==> src/rtl/wdog_pkg.sv <==
package wdog_pkg;

  // CPU clock source code on the cpu_src pins
  typedef enum logic [1:0] {
    SRC_MAIN   = 2'b00,
    SRC_PLL    = 2'b01,
    SRC_ONCHIP = 2'b10,
    SRC_SUB    = 2'b11
  } cpu_src_e;

endpackage

==> src/rtl/wdog_prescale.sv <==
// Divides the CPU clock into count-enable pulses; ratio chosen by source and select.
module wdog_prescale
  import wdog_pkg::*;
#(
  parameter int DIV_LO  = 16,
  parameter int DIV_HI  = 128,
  parameter int DIV_SUB = 2
) (
  input  logic       clk,
  input  logic       rst_n,
  input  logic       clr,
  input  logic       run,
  input  logic [1:0] src,
  input  logic       div_sel,
  output logic       tick_o
);

  localparam int PW = $clog2(DIV_HI);
  localparam logic [PW-1:0] LO_M1  = PW'(DIV_LO - 1);
  localparam logic [PW-1:0] HI_M1  = PW'(DIV_HI - 1);
  localparam logic [PW-1:0] SUB_M1 = PW'(DIV_SUB - 1);

  logic [PW-1:0] pre_q, pre_d;
  logic [PW-1:0] ratio_m1;

  always_comb begin
    if (cpu_src_e'(src) == SRC_SUB) begin
      ratio_m1 = SUB_M1;                 // sub-clock ignores div_sel
    end else begin
      ratio_m1 = div_sel ? HI_M1 : LO_M1;
    end
  end

  // ">=" so a ratio that drops below the current phase fires at once
  assign tick_o = run && (pre_q >= ratio_m1);

  always_comb begin
    pre_d = pre_q;
    if (clr) begin
      pre_d = '0;
    end else if (run) begin
      pre_d = tick_o ? '0 : pre_q + PW'(1);
    end
  end

  always_ff @(posedge clk or negedge rst_n) begin
    if (!rst_n) begin
      pre_q <= '0;
    end else begin
      pre_q <= pre_d;
    end
  end

endmodule

==> src/rtl/wdog_downcnt.sv <==
// Down-counter with service reload and underflow detect.
module wdog_downcnt #(
  parameter int CNT_W = 15
) (
  input  logic clk,
  input  logic rst_n,
  input  logic clr,
  input  logic load,
  input  logic tick,
  output logic uf_o
);

  localparam logic [CNT_W-1:0] TOP = {CNT_W{1'b1}};

  logic [CNT_W-1:0] cnt_q, cnt_d;

  // a load in the same cycle masks the underflow
  assign uf_o = tick && (cnt_q == '0) && !load;

  always_comb begin
    cnt_d = cnt_q;
    if (clr || load) begin
      cnt_d = TOP;
    end else if (tick) begin
      cnt_d = (cnt_q == '0) ? TOP : cnt_q - CNT_W'(1);
    end
  end

  always_ff @(posedge clk or negedge rst_n) begin
    if (!rst_n) begin
      cnt_q <= TOP;
    end else begin
      cnt_q <= cnt_d;
    end
  end

endmodule

==> src/rtl/wdog_mode_latch.sv <==
// Set-only underflow action bit: 0 interrupt, 1 reset.
module wdog_mode_latch (
  input  logic clk,
  input  logic rst_n,
  input  logic clr,
  input  logic wr,
  input  logic wdata,
  output logic mode_o
);

  logic mode_q, mode_d;

  always_comb begin
    if (clr) begin
      mode_d = 1'b0;                      // internal reset clears it
    end else begin
      mode_d = mode_q | (wr & wdata);     // set only
    end
  end

  always_ff @(posedge clk or negedge rst_n) begin
    if (!rst_n) begin
      mode_q <= 1'b0;
    end else begin
      mode_q <= mode_d;
    end
  end

  assign mode_o = mode_q;

endmodule

==> src/rtl/wdog_action.sv <==
// Run state, interrupt pulse and internal reset pulse.
module wdog_action #(
  parameter int RST_LEN = 4
) (
  input  logic clk,
  input  logic rst_n,
  input  logic svc,
  input  logic fire_irq,
  input  logic fire_rst,
  output logic started_o,
  output logic irq_o,
  output logic pulse_o,
  output logic clr_o
);

  localparam int RCW = $clog2(RST_LEN + 1);

  logic [RCW-1:0] rc_q, rc_d;
  logic           started_q, started_d;
  logic           irq_q, irq_d;

  assign pulse_o = (rc_q != '0);
  assign clr_o   = fire_rst || pulse_o;

  always_comb begin
    rc_d = rc_q;
    if (fire_rst) begin
      rc_d = RCW'(RST_LEN);
    end else if (pulse_o) begin
      rc_d = rc_q - RCW'(1);
    end
  end

  always_comb begin
    if (clr_o) begin
      started_d = 1'b0;                   // back to idle
    end else begin
      started_d = started_q | svc;
    end
  end

  assign irq_d = fire_irq;                // registered single pulse

  always_ff @(posedge clk or negedge rst_n) begin
    if (!rst_n) begin
      rc_q      <= '0;
      started_q <= 1'b0;
      irq_q     <= 1'b0;
    end else begin
      rc_q      <= rc_d;
      started_q <= started_d;
      irq_q     <= irq_d;
    end
  end

  assign started_o = started_q;
  assign irq_o     = irq_q;

endmodule

==> src/rtl/wdog_unit.sv <==
module wdog_unit #(
  parameter int CNT_W   = 15,
  parameter int DIV_LO  = 16,
  parameter int DIV_HI  = 128,
  parameter int DIV_SUB = 2,
  parameter int RST_LEN = 4
) (
  input  logic       clk,
  input  logic       rst_n,
  input  logic [1:0] cpu_src,
  input  logic       div_sel,
  input  logic       svc_wr,
  input  logic       mode_wr,
  input  logic       mode_wdata,
  input  logic       stop_mode,
  input  logic       wait_mode,
  output logic       irq,
  output logic       rst_req_n
);

  logic pulse, clr_all, started_q, mode_q;
  logic svc_ok, mode_wr_ok, run, tick, uf_evt;
  logic fire_irq, fire_rst;

  // writes are dropped while the internal reset is driven
  assign svc_ok     = svc_wr  && !pulse;
  assign mode_wr_ok = mode_wr && !pulse;

  // low-power flags freeze prescaler and counter together
  assign run = started_q && !(stop_mode || wait_mode);

  assign fire_irq = uf_evt && !mode_q;
  assign fire_rst = uf_evt &&  mode_q;

  wdog_prescale #(
    .DIV_LO (DIV_LO),
    .DIV_HI (DIV_HI),
    .DIV_SUB(DIV_SUB)
  ) u_pre (
    .clk    (clk),
    .rst_n  (rst_n),
    .clr    (clr_all),
    .run    (run),
    .src    (cpu_src),
    .div_sel(div_sel),
    .tick_o (tick)
  );

  wdog_downcnt #(
    .CNT_W(CNT_W)
  ) u_cnt (
    .clk  (clk),
    .rst_n(rst_n),
    .clr  (clr_all),
    .load (svc_ok),
    .tick (tick),
    .uf_o (uf_evt)
  );

  wdog_mode_latch u_mode (
    .clk   (clk),
    .rst_n (rst_n),
    .clr   (clr_all),
    .wr    (mode_wr_ok),
    .wdata (mode_wdata),
    .mode_o(mode_q)
  );

  wdog_action #(
    .RST_LEN(RST_LEN)
  ) u_act (
    .clk      (clk),
    .rst_n    (rst_n),
    .svc      (svc_ok),
    .fire_irq (fire_irq),
    .fire_rst (fire_rst),
    .started_o(started_q),
    .irq_o    (irq),
    .pulse_o  (pulse),
    .clr_o    (clr_all)
  );

  assign rst_req_n = !pulse;

endmodule

==> config.mk <==
export PLATFORM = sky130hd
export DESIGN_NAME = wdog_unit
export DESIGN_NICKNAME = d
export VERILOG_FILES = /design/src/rtl/wdog_pkg.sv /design/src/rtl/wdog_prescale.sv /design/src/rtl/wdog_downcnt.sv /design/src/rtl/wdog_mode_latch.sv /design/src/rtl/wdog_action.sv /design/src/rtl/wdog_unit.sv
export SDC_FILE = /design/constraint.sdc
export NUM_CORES = 1
export LEC_CHECK = 0
export CAP_MARGIN = 15
export CELL_PAD_IN_SITES_DETAIL_PLACEMENT = 0
export CELL_PAD_IN_SITES_GLOBAL_PLACEMENT = 1
export CORE_ASPECT_RATIO = 0.5
export CORE_UTILIZATION = 40
export DETAILED_ROUTE_END_ITERATION = 10
export GPL_ROUTABILITY_DRIVEN = 0
export GPL_TIMING_DRIVEN = 1
export PLACE_DENSITY = 0.75
export SYNTH_ARGS = -nofsm -noshare
export SYNTH_HDL_FRONTEND = slang
export SYNTH_SLANG_ARGS = --single-unit
==> constraint.sdc <==
create_clock -name clk -period 2.3 [get_ports clk]
set_clock_uncertainty 0.1 [all_clocks]
set_input_delay 0.345 -clock clk [delete_from_list [all_inputs] [get_ports clk]]
set_output_delay 0.345 -clock clk [all_outputs]
set_load 0.05 [all_outputs]
== After elaboration in Yosys (flattened, before gate mapping) ==
Index checks and enable logic that the tools add are counted.
Widths: inputs -> output; s select.
Word-level totals
  register bits after elaboration: 28
  bits of input ports: 10
  output and inout port bits: 2
  logic and storage cells: 46
Operators by class
  add/sub/neg operators: 3
  $lt $le $gt $ge: 1
  equal/unequal tests: 1
  muxes and demuxes: 12
  bitwise gates (word level): 3
  reduce and logical (&&, ||, !) cells: 20
Operator list (count)
  $mux 15: 3
  $mux 7: 5
  $logic_not 15->1: 1
  $sub 15x1->15 const B: 1
  $logic_and 1x1->1: 8
  $add 7x1->7 const B: 1
  $ge 7x7->1: 1
  $mux 3: 2
  $reduce_bool 2->1: 3
  $logic_not 1->1: 4
  $logic_or 1x1->1: 3
  $reduce_bool 3->1: 1
  $sub 3x1->3 const B: 1
  $eq 2x2->1 const B: 1
  $mux 1: 2
  $or 1x1->1: 2
  $and 1x1->1: 1

== Logic depth before layout (Yosys ltp) ==
Gate-level depths: netlist of the first run.
  depth after elaboration: 10
  gate-level depth with buffers: 9
  depth with buffers taken out: 9

== By module ==
A second synthesis of the first run with hierarchy kept.
Unflattened totals
  cells, all modules: 186
  area total of the unflattened synthesis: 1744.2 sq um
By module, submodules not included
  wdog_downcnt: instances 1, cells each 89, area each 894.6 sq um, seq. area each 394.1 sq um
  wdog_prescale: instances 1, cells each 67, area each 534.3 sq um, seq. area each 175.2 sq um
  wdog_action: instances 1, cells each 21, area each 245.2 sq um, seq. area each 125.1 sq um
  wdog_unit: instances 1, cells each 6, area each 36.3 sq um, seq. area each 0.0 sq um
  wdog_mode_latch: instances 1, cells each 3, area each 33.8 sq um, seq. area each 25.0 sq um

== Least setup slack after synthesis of the first run ==
OpenSTA, ideal clock, no wires.
  kind: input to register
  start point: input port cpu_src[0]
  end point: register u_cnt.cnt_q[1]
  library setup time: 97 ps
  arrival: 2069 ps
  data required time: 2103 ps
  slack: 34 ps
  stages on the path: 9
  buffers on the path: 0
  path through: nand2_1 > nand2_1 > ha_1 > a21o_1 > a21oi_1 > a21o_1 > nor4_4 > a21oi_2 > o211ai_1
On the way
  cells in the longest elaborated chain, start to end: 10
  elaborated cells between the ends (all ways): 11
  those cells by class: order compare (1); eq/ne (1); mux (2); reduce/logical (7)
RTL lines
  start, declared: RTL line wdog_unit.sv:10  | input logic [1:0] cpu_src,
  $eq 2x2->1 *: RTL line wdog_prescale.sv:27  | if (cpu_src_e'(src) == SRC_SUB) begin
  $mux 7 *: RTL line wdog_prescale.sv:27
  $ge 7x7->1 *: RTL line wdog_prescale.sv:35  | assign tick_o = run && (pre_q >= ratio_m1);
  $logic_and 1x1->1 *: RTL line wdog_prescale.sv:35
  $logic_and 1x1->1 (2 in a row): RTL line wdog_downcnt.sv:18  | assign uf_o = tick && (cnt_q == '0) && !load;
  $logic_and 1x1->1: RTL line wdog_unit.sv:33  | assign fire_rst = uf_evt && mode_q;
  $logic_or 1x1->1: RTL line wdog_action.sv:23  | assign clr_o = fire_rst || pulse_o;
  $logic_or 1x1->1: RTL line wdog_downcnt.sv:22  | if (clr || load) begin
  $mux 15 or $reduce_bool 2->1 (tied branches)
  end signal, assigned: RTL line wdog_downcnt.sv:33  | cnt_q <= cnt_d;
  end, declared: RTL line wdog_downcnt.sv:15  | logic [CNT_W-1:0] cnt_q, cnt_d;
Every way passes the cells marked *; elsewhere a longest branch is shown, timed or not.
A chain may end at the register's enable or synchronous reset.

== Worst setup path after layout of the first run ==
  start point: input port cpu_src[1]
  end point: register u_cnt.cnt_q[0]
Same word-level chain as after synthesis.

==> out/qor.yml, run 1 <==
yosys:
  synth_seq_cells: 28
  synth_top_family_by_area: "simple AND/OR/NAND/NOR gates"
  synth_edf_count: 0
  synth_top_area_cell: "dfstp_2"
  synth-main-ff-cell: "dfstp_2"
  yosys.area_share.adder_pct: 6.13
  synth_area_sq_um: 1630
  synthMuxAreaShare_pct: 1.53
  synth-compound-area-share_pct: 13.5
  syn_nets: 190
  yosysMostFrequentCell: "nand2_1"
  yosysSeqAreaShare_pct: 44.1
  post-synth-top-area-fraction_pct: 24.1
  synth_common_cells: "30 x nand2_1, 15 x dfstp_2, 13 x dfrtp_1"
  yosysUniqueCellTypes: 37
  yosys.area_share.xor_xnor_pct: 6.44
  yosys.area_share.simple_pct: 26.5
  synthTopCellsByArea: "dfstp_2 24%, dfrtp_1 20%, nand2_1 6.9%"
  yosysWarnings: 0
  synthCells: 172
  avgSynthCellArea_sq_um: 9.49
  ys_async_sr_fraction_pct: 100
final_layout:
  area_growth_pct: 27.4
  fin_nets: 225
  drive_gt1_share_pct: 27.2
  antenna_cells: 0
routing:
  drtAntennaViolNets: 0
  drt_wl_total_um: 3740
  drtIter0Drc: 61
  remaining_drc_errors: 0
  viasPerCell: 5.35
  num_vias: 1375
  wire_per_inst_um: 14.5
  drtPass1Iterations: 4
grt:
  grt_max_degree: 29
  grtUsageTotal_pct: 18.9
  grt_overflow_total: 0
  grt_pass1_wl_um: 6180
  grt_pass1_vias: 1264
  antenna_found_initial: 0
clock_tree:
  tritoncts: "done"
  clk_pin_slew_ns: 0.10
  clockRootBuffer: "clkbuf_8"
  ctsHtreeMaxLevel: 1
  insertion_delay_ns: 0.27
  postCtsHoldBufs: 0
  clockBufferDepth: 2
  numCtsBuffers: 3
  clock-sinks: 28
sta:
  finalHoldViolCount: 0
  setup_ws_ns: 0.129
  period_share_pct: 94.4
  tightest_slew_ns: 0.497
  drv_slew: 0
  hold_ws_ns: 0.344
  period_minus_slack_ns: 2.17
  setup-violations-final: 0
  fmaxAchievable_mhz: 461
  grt_setup_unrepaired: "false"
  max_slew_margin_pct: 66.8
critical_path:
  path_max_fanout: 7
  worstSetupPathType: "primary input to register"
  cp-start-kind: "primary input"
  crit_arrival_ns: 2.27
  worst_ep_required_time_ns: 2.40
  end_kind: "register"
die:
  num_rows: 15
  ioPinCount: 12
  core-area_sq_um: 3660
  fp.dieW_um: 92.4
  start_util_pct: 44.6
  die_area_sq_um: 4360
  die_height_um: 47.2
pwr:
  peakVddDrop_uv: 197
  p_per_area_nw_per_um2: 555
  p_leak_uw: 0.000870
worst_hold_path:
  hp-class: "primary input to async pin"
place:
  port_buffers: 11
  place_hpwl_um: 2740
  dp_worst_setup_slack_ns: -0.460
job:
  cap_violations: 0
run_status:
  status: "finished clean"
critical path: stages:
cell and delay, ns:
dlygate4sd2_1 0.24, nand2_2 0.10, inv_1 0.08, ha_1 0.29
a221oi_2 0.25, buf_4 0.16, o211a_4 0.21, nor4_4 0.06
buf_4 0.14, a21oi_4 0.21, buf_6 0.14, nand2_1 0.04
repair_timing:
item                       CTS  global route
gates resized for setup     15             0
buffers inserted             2             0
setup endpoints to repair   20             0
layout make-up:
type | count | area (sq um)
tap | 51 | 63.8
multi-input combinational | 136 | 943
timing repair buffer | 33 | 289
fill | 356 | 1580
clock buffer | 4 | 45.0
inverter | 5 | 18.8
sequential | 28 | 719
layer usage:
metal / share of wire (%) / track usage, % / vias to the layer above
li1: - / - / 690
met1: 52 / 26.7 / 665
met2: 44 / 31.3 / 20
met3: 4.1 / 4.85 / 0
met4: 0 / 0.938 / 0
met5: 0 / 0 / -
worst paths after layout:
path / from / end / slack [ns] / depth (start not counted)
hold reg to reg: u_cnt.cnt_q[1] / u_cnt.cnt_q[1] / 0.42 / 2
max in group asynchronous: rst_n / u_cnt.cnt_q[8] / 1.44 / 2
setup / recovery: cpu_src[1] / u_cnt.cnt_q[0] / 0.13 / 12
hold / removal: rst_n / u_pre.pre_q[5] / 0.34 / 2
setup reg to reg: u_pre.pre_q[5] / u_cnt.cnt_q[0] / 0.14 / 9
min in group clk: u_cnt.cnt_q[1] / u_cnt.cnt_q[1] / 0.42 / 2
flip-flops by register name, summed over array words and instances (netlist names):
signal           count
u_cnt.cnt_q         15
u_act.irq_o          1
u_pre.pre_q          7
u_act.rc_q           3
u_mode.mode_o        1
u_act.started_o      1
cell families after synthesis:
kind of cell / Yosys count
AOI/OAI and AO/OA: 32
xor gates and xnor gates: 12
adders and majority gates: 8
buffers and inverters: 8
DFF: 28
muxes: 2
and+or+nand+nor: 82
per-stage QoR:
step	TNS, ns	instances	util [%]	area, sq um	power (uW)
after floorplan	0	172	-	1630	735
after global placement	-8.32	252	53.6	1960	850
after detailed placement	-9.95	252	53.6	1960	860
after CTS	0	257	56.8	2080	1160
after global routing	0	257	56.8	2080	1220
final	0	257	56.8	2080	1150
cells in the final DEF (no fill, tap or decap), drive strengths merged, types with 2 or more instances in the layout:
master,instances
clkbuf,4
o21ai,6
a21o,3
nand4,6
clkdlybuf4s50,7
nand3,9
or3,3
dlygate4sd2,3
xor2,10
nor2,12
nor3,7
o211ai,3
nand2,30
nor4,5
buf,23
nor2b,3
nand4b,3
inv,5
a21oi,12
dfstp,15
dfrtp,13
ha,8
xnor2,2
power breakdown:
group | total, uW | internal [uW] | switching [uW]
Clock | 276 | 124 | 152
Sequential | 583 | 528 | 54.8
Combinational | 294 | 144 | 151
Power figures use the tool's default switching activity.
==> run 2, diff against run 1 <==
--- a/config.mk
+++ b/config.mk
@@ -5,15 +5,15 @@
 export SDC_FILE = /design/constraint.sdc
 export NUM_CORES = 1
 export LEC_CHECK = 0
-export CAP_MARGIN = 15
 export CELL_PAD_IN_SITES_DETAIL_PLACEMENT = 0
 export CELL_PAD_IN_SITES_GLOBAL_PLACEMENT = 1
 export CORE_ASPECT_RATIO = 0.5
-export CORE_UTILIZATION = 40
+export CORE_UTILIZATION = 41
 export DETAILED_ROUTE_END_ITERATION = 10
 export GPL_ROUTABILITY_DRIVEN = 0
 export GPL_TIMING_DRIVEN = 1
-export PLACE_DENSITY = 0.75
+export PLACE_DENSITY = 0.76
 export SYNTH_ARGS = -nofsm -noshare
 export SYNTH_HDL_FRONTEND = slang
+export SYNTH_HIERARCHICAL = 1
 export SYNTH_SLANG_ARGS = --single-unit
==> out/qor.yml, run 2 <==
critical_path:
  cp-start-kind: "register"
  cp_slowest_cell: "dfrtp_2"
  critPathBufInv: 6  # +1
  worst_ep_required_time_ns: 2.42  # +0.02 ns
  cpPeakStageDelay_ns: 0.45  # +0.16 ns
  worst_r2r_endpoint: "u_cnt/cnt_q[13]"
  crit_arrival_ns: 2.89  # +0.62 ns
  worstSetupPathType: "register to register"
  worstRegToRegCells: 17  # +8
  r2r-start: "u_pre/pre_q[6]"
  rrSetupSlack_ns: -0.47  # -0.61 ns
  end_kind: "register"
  path_max_fanout: 7  # unchanged
  worstPathCellList: "ha_4 > buf_6 > a21oi_2 > nand2_1 > a21oi_2 > nor2b_2 > inv_4 > nor4_4 > and2_4 > or2_4 > buf_4 > buf_6 > buf_8 > nor2_4 > a21boi_4 > buf_6 > nand2_1"
  critPathMostFrequentCell: "buf_6"
  path_delay_family: "simple AND/OR/NAND/NOR gates"
final_layout:
  regMostFlops: "u_cnt/cnt_q"
  fin_nets: 269  # +20%
  antenna_cells: 0  # unchanged
  drive_gt1_share_pct: 50.2  # +23 points
  final_cell_mix: "43 x buf_4, 20 x nand2_1, 15 x dfstp_2"
  design_area_sq_um: 2680  # +29%
  largestRegisters: "u_cnt/cnt_q: 15 flops, u_pre/pre_q: 7 flops, u_act/rc_q: 3 flops"
  largest_reg_flops: 15  # unchanged
  fin_cells: 303  # +18%
  fill_cells: 314  # -12%
  layout_commonest_cell: "buf_4"
  area_growth_pct: 53.4
sta:
  tightest_slew_ns: 0.504  # +0.00657 ns
  period_share_pct: 120  # +26 points
  max_slew_margin_pct: 66.1  # -0.61 points
  finalHoldViolCount: 0  # unchanged
  setup_ws_ns: -0.467  # -0.596 ns
  fmaxAchievable_mhz: 361  # -22%
  grt_setup_unrepaired: "true"
  period_minus_slack_ns: 2.77  # +0.596 ns
  setup-violations-final: 24  # +24
  drv_slew: 0  # unchanged
routing:
  wl_met3_um: 121  # -22%
  wl_met2_um: 2270  # +38%
  num_vias: 1576  # +15%
  drtIter0Drc: 71  # +16%
  dr.max_layer_used: "met4"
  drtAntennaViolNets: 0  # unchanged
  wire_per_inst_um: 14.4  # -0.72%
  viasPerCell: 5.20  # -2.8%
  remaining_drc_errors: 0  # unchanged
  drt_wl_total_um: 4370  # +17%
  drtPass1Iterations: 4  # unchanged
  met1_length_um: 1910  # -1.4%
clock_tree:
  clockBufferDepth: 2  # unchanged
  tritoncts: "done"
  numCtsBuffers: 3  # unchanged
  clock-sinks: 28  # unchanged
  insertion_delay_ns: 0.28  # about the same
  clockRootBuffer: "clkbuf_8"
  postCtsHoldBufs: 0  # unchanged
  ctsHtreeMaxLevel: 1  # unchanged
  clk_pin_slew_ns: 0.11  # about the same
pwr:
  peakVddDrop_uv: 483  # +150%
  p_per_area_nw_per_um2: 642  # +16%
  p_leak_uw: 0.00109  # +25%
  swShare_pct: 34.3  # +3.3 points
  seqPwrFrac_pct: 36.5  # -14 points
  combPwrFrac_pct: 42.6  # +17 points
  power_frac_clock_pct: 20.9  # -3.0 points
  p_sw_uw: 589  # +65%
  internal_power_uw: 1130  # +42%
  p_total_uw: 1720  # +49%
yosys:
  synth_top_area_cell: "dfstp_2"
  avgSynthCellArea_sq_um: 9.38  # -1.2%
  synth-main-ff-cell: "dfstp_2"
  yosysSeqAreaShare_pct: 41.2  # -2.8 points
  synthCells: 186  # +8.1%
  yosysMostFrequentCell: "nand2_1"
  yosysUniqueCellTypes: 48  # +30%
  synthTopCellsByArea: "dfstp_2 23%, dfrtp_1 19%, ha_1 6.5%"
  synth_edf_count: 0  # unchanged
  syn_nets: 205  # +7.9%
  synth_area_sq_um: 1740  # +6.8%
  post-synth-top-area-fraction_pct: 22.6  # -1.5 points
  yosysWarnings: 6  # +6
  synth_seq_cells: 28  # unchanged
  ys_async_sr_fraction_pct: 100  # unchanged
  synth_common_cells: "23 x nand2_1, 17 x nor2_1, 15 x dfstp_2, 15 x nand3_1, 13 x dfrtp_1"
die:
  fp.dieW_um: 94.2  # +2.0%
  num_rows: 16  # +1
  die_area_sq_um: 4530  # +4.1%
  ioPinCount: 12  # unchanged
  start_util_pct: 43.8  # -0.83 points
  core-area_sq_um: 3980  # +8.9%
  die_height_um: 48.1  # +2.0%
place:
  place_hpwl_um: 2940  # +7.2%
  place_area_sq_um: 2360  # +20%
  port_buffers: 11  # unchanged
  placedCellCount: 292  # +16%
grt:
  grtUsageTotal_pct: 20.3  # +1.4 points
  grt_pass1_vias: 1526  # +21%
  grt_max_degree: 29  # unchanged
  grt_pass1_wl_um: 6800  # +10%
  antenna_found_initial: 0  # unchanged
  grt_overflow_total: 0  # unchanged
run_status:
  status: "complete, but fails checks"
  violations: "setup timing"
worst_hold_path:
  hp-class: "primary input to async pin"
job:
  cap_violations: 0  # unchanged
## run 2: cell types whose count changed in the layout (fill, tap and decap cells not counted), sizes merged, moves of 4 or more
| cell | change |
|---|---|
| buf | +32 |
| xor2 | -10 |
| xnor2 | +8 |
| nand2 | -7 |
| nand2b | +7 |
| nor2 | +7 |
| nand3 | +6 |
| nand4 | -6 |
| a31oi | +4 |
| nor2b | +4 |
| o21ai | -4 |
## run 2: worst max path at each step
| stage | start | cells past startpoint | end | slack (ns) |
|---|---|---|---|---|
| after floorplan | cpu_src[0] | 18 | u_cnt/cnt_q[7] | -0.77 |
| after global placement | cpu_src[0] | 17 | u_cnt/cnt_q[7] | -1.10 |
| after detailed placement | cpu_src[1] | 17 | u_cnt/cnt_q[7] | -1.16 |
| after CTS | u_pre/pre_q[6] | 16 | u_cnt/cnt_q[7] | -0.50 |
| after global routing | u_pre/pre_q[6] | 16 | u_cnt/cnt_q[7] | -0.60 |
| final | u_pre/pre_q[6] | 17 | u_cnt/cnt_q[13] | -0.47 |
## run 2: cells by family (layout without fill, tap and decap cells)
| group | after synthesis | count (layout) | share of synthesized area (%) |
|---|---|---|---|
| flip-flops | 28 | 28 | 41.2 |
| adder cells (fa/ha/maj) | 9 | 9 | 6.46 |
| multiplexers | 2 | 2 | 1.43 |
| buffers and inverters | 12 | 75 | 3.30 |
| AND/OR/NAND/NOR | 99 | 99 | 32.6 |
| XOR/XNOR | 10 | 10 | 5.02 |
| AO/OA/AOI/OAI | 26 | 26 | 9.90 |
## run 2: cell type report
type	instances	area (sq um)	area share [%]
Tap cell	54	67.6	2.53
Clock buffer	4	66.3	2.48
Inverter	8	32.5	1.22
Multi-Input combinational cell	146	1250	46.8
Sequential cell	28	721	26.9
Timing Repair Buffer	63	537	20.1
## run 2: per-stage QoR
stage / hold WS (ns) / utilization [%] / setup WS, ns / TNS (ns)
after CTS: 0.344 / 64.6 / -0.496 / -6.28
after detailed placement: 0.362 / 59.2 / -1.16 / -21.61
after global placement: 0.358 / 59.2 / -1.10 / -19.88
final: 0.338 / 67.1 / -0.467 / -7.53
after floorplan: -0.0506 / - / -0.769 / -7.60
after global routing: 0.365 / 67.1 / -0.598 / -10.24
## run 2: power by group through the flow
stage	clock [uW]	sequential, uW	combinational (uW)
2_1_floorplan	0	648	347
3_3_place_gp	0	636	532
3_5_place_dp	0	634	554
4_1_cts	367	630	650
5_1_grt	393	637	800
6_report	358	628	732
## run 2: what timing repair did
action / in CTS / in global routing
setup buffers: 5 / 4
pin swaps: 17 / 12
resized for setup: 31 / 20
setup endpoints to repair: 27 / 24
## run 2: routing by layer
metal,vias up,GRT usage (%)
met5,-,0
met4,0,7.69
met3,6,4.67
met2,28,39.4
met1,762,23.1
li1,780,-
